--- src/rtl/ptw2_pkg.sv ---
package ptw2_pkg;
  typedef enum logic [2:0] {
    ST_IDLE,
    ST_L1_REQ,
    ST_L1_WAIT,
    ST_L2_REQ,
    ST_L2_WAIT,
    ST_DONE,
    ST_FAULT
  } walk_state_e;

  localparam int unsigned LEVELS    = 2;
  localparam int unsigned VALID_BIT = 0;
  localparam int unsigned PERM_LSB  = 1;
endpackage

--- src/rtl/ptw2_addr_gen.sv ---
module ptw2_addr_gen #(
  parameter int unsigned ADDR_W = 32,
  parameter int unsigned IDX_W  = 10
) (
  input  logic [ADDR_W-1:0] base_i,
  input  logic [IDX_W-1:0]  idx_i,
  output logic [ADDR_W-1:0] addr_o
);
  localparam int unsigned PAD_W = ADDR_W - IDX_W - 2;

  // entries are 4 bytes wide
  assign addr_o = base_i + {{PAD_W{1'b0}}, idx_i, 2'b00};
endmodule

--- src/rtl/ptw2_pte_decode.sv ---
module ptw2_pte_decode #(
  parameter int unsigned PTE_W  = 32,
  parameter int unsigned OFF_W  = 12,
  parameter int unsigned PERM_W = 3
) (
  input  logic [PTE_W-1:0]       pte_i,
  output logic                   ok_o,
  output logic [PTE_W-OFF_W-1:0] ppn_o,
  output logic [PERM_W-1:0]      perm_o
);
  import ptw2_pkg::*;

  assign ok_o   = pte_i[VALID_BIT];
  assign ppn_o  = pte_i[PTE_W-1:OFF_W];
  assign perm_o = pte_i[PERM_LSB +: PERM_W];
endmodule

--- src/rtl/ptw2_ctrl.sv ---
module ptw2_ctrl
  import ptw2_pkg::*;
(
  input  logic        clk_i,
  input  logic        rst_ni,
  input  logic        start_i,
  input  logic        mem_ready_i,
  input  logic        mem_rvalid_i,
  input  logic        pte_ok_i,
  output walk_state_e state_o
);
  walk_state_e state_q, state_d;

  always_comb begin
    state_d = state_q;
    unique case (state_q)
      ST_IDLE:    if (start_i)      state_d = ST_L1_REQ;
      ST_L1_REQ:  if (mem_ready_i)  state_d = ST_L1_WAIT;
      ST_L1_WAIT: if (mem_rvalid_i) state_d = pte_ok_i ? ST_L2_REQ : ST_FAULT;
      ST_L2_REQ:  if (mem_ready_i)  state_d = ST_L2_WAIT;
      ST_L2_WAIT: if (mem_rvalid_i) state_d = pte_ok_i ? ST_DONE : ST_FAULT;
      ST_DONE,
      ST_FAULT:                     state_d = ST_IDLE;
      default:                      state_d = ST_IDLE;
    endcase
  end

  always_ff @(posedge clk_i or negedge rst_ni) begin
    if (!rst_ni) state_q <= ST_IDLE;
    else         state_q <= state_d;
  end

  assign state_o = state_q;
endmodule

--- src/rtl/ptw2_top.sv ---
module ptw2_top
  import ptw2_pkg::*;
#(
  parameter int unsigned VA_W   = 32,
  parameter int unsigned IDX_W  = 10,
  parameter int unsigned OFF_W  = 12,
  parameter int unsigned PTE_W  = 32,
  parameter int unsigned PERM_W = 3
) (
  input  logic                   clk_i,
  input  logic                   rst_ni,
  input  logic                   req_valid_i,
  input  logic [VA_W-1:0]        req_vaddr_i,
  input  logic [PTE_W-1:0]       root_base_i,
  output logic                   busy_o,
  output logic                   mem_req_o,
  output logic [PTE_W-1:0]       mem_addr_o,
  input  logic                   mem_ready_i,
  input  logic                   mem_rvalid_i,
  input  logic [PTE_W-1:0]       mem_rdata_i,
  output logic                   res_valid_o,
  output logic                   res_fault_o,
  output logic [PTE_W-OFF_W-1:0] res_ppn_o,
  output logic [PERM_W-1:0]      res_perm_o
);
  localparam int unsigned PPN_W = PTE_W - OFF_W;

  walk_state_e state;
  logic        start;
  logic        pte_ok;
  logic [PPN_W-1:0]  pte_ppn;
  logic [PERM_W-1:0] pte_perm;

  logic [VA_W-1:0]   va_q;
  logic [PTE_W-1:0]  root_q;
  logic [PPN_W-1:0]  tbl_q;
  logic [PPN_W-1:0]  ppn_q;
  logic [PERM_W-1:0] perm_q;

  logic [PTE_W-1:0] lvl_base [LEVELS];
  logic [IDX_W-1:0] lvl_idx  [LEVELS];
  logic [PTE_W-1:0] lvl_addr [LEVELS];

  assign start = (state == ST_IDLE) && req_valid_i;

  ptw2_ctrl u_ctrl (
    .clk_i        (clk_i),
    .rst_ni       (rst_ni),
    .start_i      (start),
    .mem_ready_i  (mem_ready_i),
    .mem_rvalid_i (mem_rvalid_i),
    .pte_ok_i     (pte_ok),
    .state_o      (state)
  );

  ptw2_pte_decode #(
    .PTE_W  (PTE_W),
    .OFF_W  (OFF_W),
    .PERM_W (PERM_W)
  ) u_dec (
    .pte_i  (mem_rdata_i),
    .ok_o   (pte_ok),
    .ppn_o  (pte_ppn),
    .perm_o (pte_perm)
  );

  assign lvl_base[0] = root_q;
  assign lvl_base[1] = {tbl_q, {OFF_W{1'b0}}};

  for (genvar l = 0; l < LEVELS; l++) begin : g_lvl
    assign lvl_idx[l] = va_q[VA_W-1-l*IDX_W -: IDX_W];
    ptw2_addr_gen #(
      .ADDR_W (PTE_W),
      .IDX_W  (IDX_W)
    ) u_agen (
      .base_i (lvl_base[l]),
      .idx_i  (lvl_idx[l]),
      .addr_o (lvl_addr[l])
    );
  end

  always_ff @(posedge clk_i or negedge rst_ni) begin
    if (!rst_ni) begin
      va_q   <= '0;
      root_q <= '0;
      tbl_q  <= '0;
      ppn_q  <= '0;
      perm_q <= '0;
    end else begin
      if (start) begin
        va_q   <= req_vaddr_i;
        root_q <= root_base_i;
      end
      if (state == ST_L1_WAIT && mem_rvalid_i) tbl_q <= pte_ppn;
      if (state == ST_L2_WAIT && mem_rvalid_i) begin
        ppn_q  <= pte_ppn;
        perm_q <= pte_perm;
      end
    end
  end

  assign busy_o      = (state != ST_IDLE);
  assign mem_req_o   = (state == ST_L1_REQ) || (state == ST_L2_REQ);
  assign mem_addr_o  = (state == ST_L2_REQ) ? lvl_addr[1] : lvl_addr[0];
  assign res_valid_o = (state == ST_DONE) || (state == ST_FAULT);
  assign res_fault_o = (state == ST_FAULT);
  assign res_ppn_o   = (state == ST_DONE) ? ppn_q  : '0;
  assign res_perm_o  = (state == ST_DONE) ? perm_q : '0;
endmodule

--- config.mk ---
export PLATFORM = sky130hd
export DESIGN_NAME = ptw2_top
export DESIGN_NICKNAME = d
export VERILOG_FILES = /design/src/rtl/ptw2_pkg.sv /design/src/rtl/ptw2_addr_gen.sv /design/src/rtl/ptw2_pte_decode.sv /design/src/rtl/ptw2_ctrl.sv /design/src/rtl/ptw2_top.sv
export SDC_FILE = /design/constraint.sdc
export NUM_CORES = 1
export LEC_CHECK = 0
export CAP_MARGIN = 30
export CORE_MARGIN = 2
export CORE_UTILIZATION = 40
export CTS_CLUSTER_DIAMETER = 120
export DETAILED_ROUTE_END_ITERATION = 10
export MAX_ROUTING_LAYER = met4
export PLACE_DENSITY = 0.71
export SLEW_MARGIN = 0
export SYNTH_ARGS = -nofsm -noshare
export SYNTH_HDL_FRONTEND = slang
export SYNTH_HIERARCHICAL = 1
export SYNTH_SLANG_ARGS = --single-unit
export TNS_END_PERCENT = 5
--- constraint.sdc ---
create_clock -name clk_i -period 3.26 [get_ports clk_i]
set_input_delay 0.815 -clock clk_i [delete_from_list [all_inputs] [get_ports clk_i]]
set_output_delay 0.815 -clock clk_i [all_outputs]
set_load 0.1 [all_outputs]
==> qor.yml <==
max_cap_viol_count: 0
drive_gt1_frac: 0.348
setup_viol: 23
fin_nets: 804
die_h_um: 131
cts_sinks: 98
antenna_found_initial: 0
core_area_um2: 15800
synthArstFlopShare: 1.00
cts.htree.levels: 3
ys_warn_count: 6
dieArea_um2: 17100
cp_max_fo: 10
hpwlAfterDp_um: 11400
critPathTopFamily: "adder cells"
syn_area_um2: 6440
synthFlopType: "dfrtp_1"
yosys-top-cells-area: "dfrtp_1, mux2_2, mux2_4, xnor2_1, ha_1"
critPathSlowestCell: "dfrtp_1"
seq_area_frac_synth: 0.381
grt_pass1_vias: 4774
clock.fmax_mhz: 270
design_area_um2: 8820
initial_core_util: 0.407
clk_latency_ns: 0.35
diodes: 0
detail-route-antenna-nets: 0
std_cell_rows: 46
clockRootBuffer: "clkbuf_16"
fillers: 1324
tightest_slew_ns: 0.666
path_cells: "ha_1, inv_1, fa_2, and2b_1, o2111ai_2, a21oi_2, o41a_1, buf_12, nand4_1, xnor2_1, mux2_4, buf_12"
cts_buffers: 9
dr.pass1.iters: 4
tritoncts: "built"
synth_compound_area_frac: 0.0625
violations: "negative setup slack"
fin_skew_ns: 0.0102
synthSimpleGateAreaFrac: 0.128
cp_common_cell: "buf_12"
fin_crit_ns: 3.70
gr-usage-all-layers: 0.188
drt_wl_total_um: 15100
die_w_um: 131
grt_pass1_wl_um: 24100
vias: 4536
fin_ws_ns: -0.442
critPathMaxStageDelay_ns: 0.35
slew_headroom: 0.556
cp_data_required_time_ns: 2.44
yosysTopAreaCell: "dfrtp_1"
syn_avg_cell_area_um2: 11.5
avgViaCountPerCell: 5.03
synth_seq_cells: 98
end_kind: "output port"
synth_top_family_by_area: "multiplexers"
fin_crit_sh: 1.14
yosysUniqueCellTypes: 54
portBuffers: 139
status: "finished, violations left"
synthMuxAreaShare: 0.240
synth_edf_count: 0
area_growth_pct: 36.9
drt_iter0_markers: 154
synth_fa_ha_area_frac: 0.0451
synth_top_area_frac: 0.381
cts.clk_slew.worst_paths_ns: 0.07
syn_inst: 560
critPathLaunchType: "flop"
rsz0062_at_grt: "true"
grt_max_degree: 66
drt-wirelength-per-cell_um: 16.8
place_area_um2: 8450
slew_viol_final: 0
hold_class: "input port to async pin"
drc: 0
path_class: "flop to output port"
arrival_ns: 2.89
finalHoldViolCount: 0
crit_buf_inv: 3
synth_xor_area_frac: 0.0748
grt-ovfl-total: 0
routabilityCongestion: 0.809
ioPinCount: 160
synth_common_cells: "dfrtp_1, mux2_2, xnor2_1, mux2_4, buf_4"
clk_path_buf_depth: 2
==> flip-flops by register name, summed over array words and instances, names as in the netlist <==
name and flops:
ppn_q 20, root_q 32, va_q 20, tbl_q 20, u_ctrl/state_o 3, perm_q 3
==> kinds of logic after synthesis <==
group | count (synthesis)
xor+xnor | 55
buf+inv | 66
simple gates | 134
mux | 128
other cells | 1
flops | 98
compound gates | 56
fa+ha+maj | 22
==> area by class of cell <==
class / instances / area, µm² / share of cell area
clock inverters: 7 / 71.3 / 0.00809
multi-input cells: 408 / 3680 / 0.417
repair buffers: 153 / 2080 / 0.236
well taps: 216 / 270 / 0.0306
inverters: 11 / 41.3 / 0.00468
flip-flops and latches: 98 / 2450 / 0.278
clock buffers: 9 / 225 / 0.0255
==> timing repair <==
item / 4_1_cts / 5_1_grt
hold buffers: 0 / 0
setup endpoints to repair: 23 / 25
gates resized for setup: 11 / 5
buffers inserted: 1 / 0
pin swaps: 3 / 3
endpoints found under the hold margin: 0 / 0
==> metrics by stage <==
stage               setup WS, ns   util  hold slack (ns)  TNS (ns)  cells
floorplan                 0.0192      -            0.472         0    572
finish                    -0.442  0.557            0.412     -7.23    902
CTS                       -0.508  0.556            0.420     -8.14    902
global placement         -0.0918  0.534            0.482    -0.407    885
detailed placement        -0.117  0.534            0.488    -0.635    885
global route              -0.630  0.557            0.436    -10.66    902
==> placed cells by master (no fill, tap or decap), types with 3 or more instances in the layout <==
| master | n |
|---|---|
| a21o_1 | 8 |
| a21oi_1 | 18 |
| a21oi_2 | 4 |
| and2_1 | 26 |
| and4_1 | 6 |
| buf_12 | 59 |
| buf_4 | 15 |
| clkbuf_16 | 9 |
| clkdlybuf4s50_1 | 79 |
| clkinv_4 | 3 |
| conb_1 | 13 |
| dfrtp_1 | 98 |
| ha_1 | 20 |
| inv_1 | 11 |
| mux2_2 | 88 |
| mux2_4 | 39 |
| nand2_1 | 20 |
| nand2b_1 | 3 |
| nand3_1 | 10 |
| nand4_1 | 14 |
| nor2_1 | 17 |
| nor2b_1 | 4 |
| nor3_1 | 6 |
| nor3b_1 | 4 |
| o21ai_0 | 6 |
| xnor2_1 | 32 |
| xor2_1 | 23 |
==> worst paths after layout <==
kind                                  endpoint              start  slack [ns]  cells past startpoint
worst max-delay path            mem_addr_o[30]          root_q[2]       -0.44                     12
worst min-delay path                  va_q[21]             rst_ni        0.41                      1
worst max register to register       tbl_q[16]  u_ctrl/state_o[1]        1.36                      2
worst min register to register       ppn_q[19]          ppn_q[19]        0.50                      1
max in group asynchronous            root_q[6]             rst_ni        2.11                      2
min in group clk_i                   ppn_q[19]          ppn_q[19]        0.50                      1
==> per-layer routing <==
layer  routed length (µm)  vias up  GRT usage
li1                     -     2177          -
met1                 6410     2232      0.220
met2                 7570      116      0.313
met3                  917       11     0.0623
met4                  215        0     0.0501
met5                    0        -          -
Power is not shown: default switching activity piles up to over one toggle a cycle in this logic, so the estimate is an artifact.
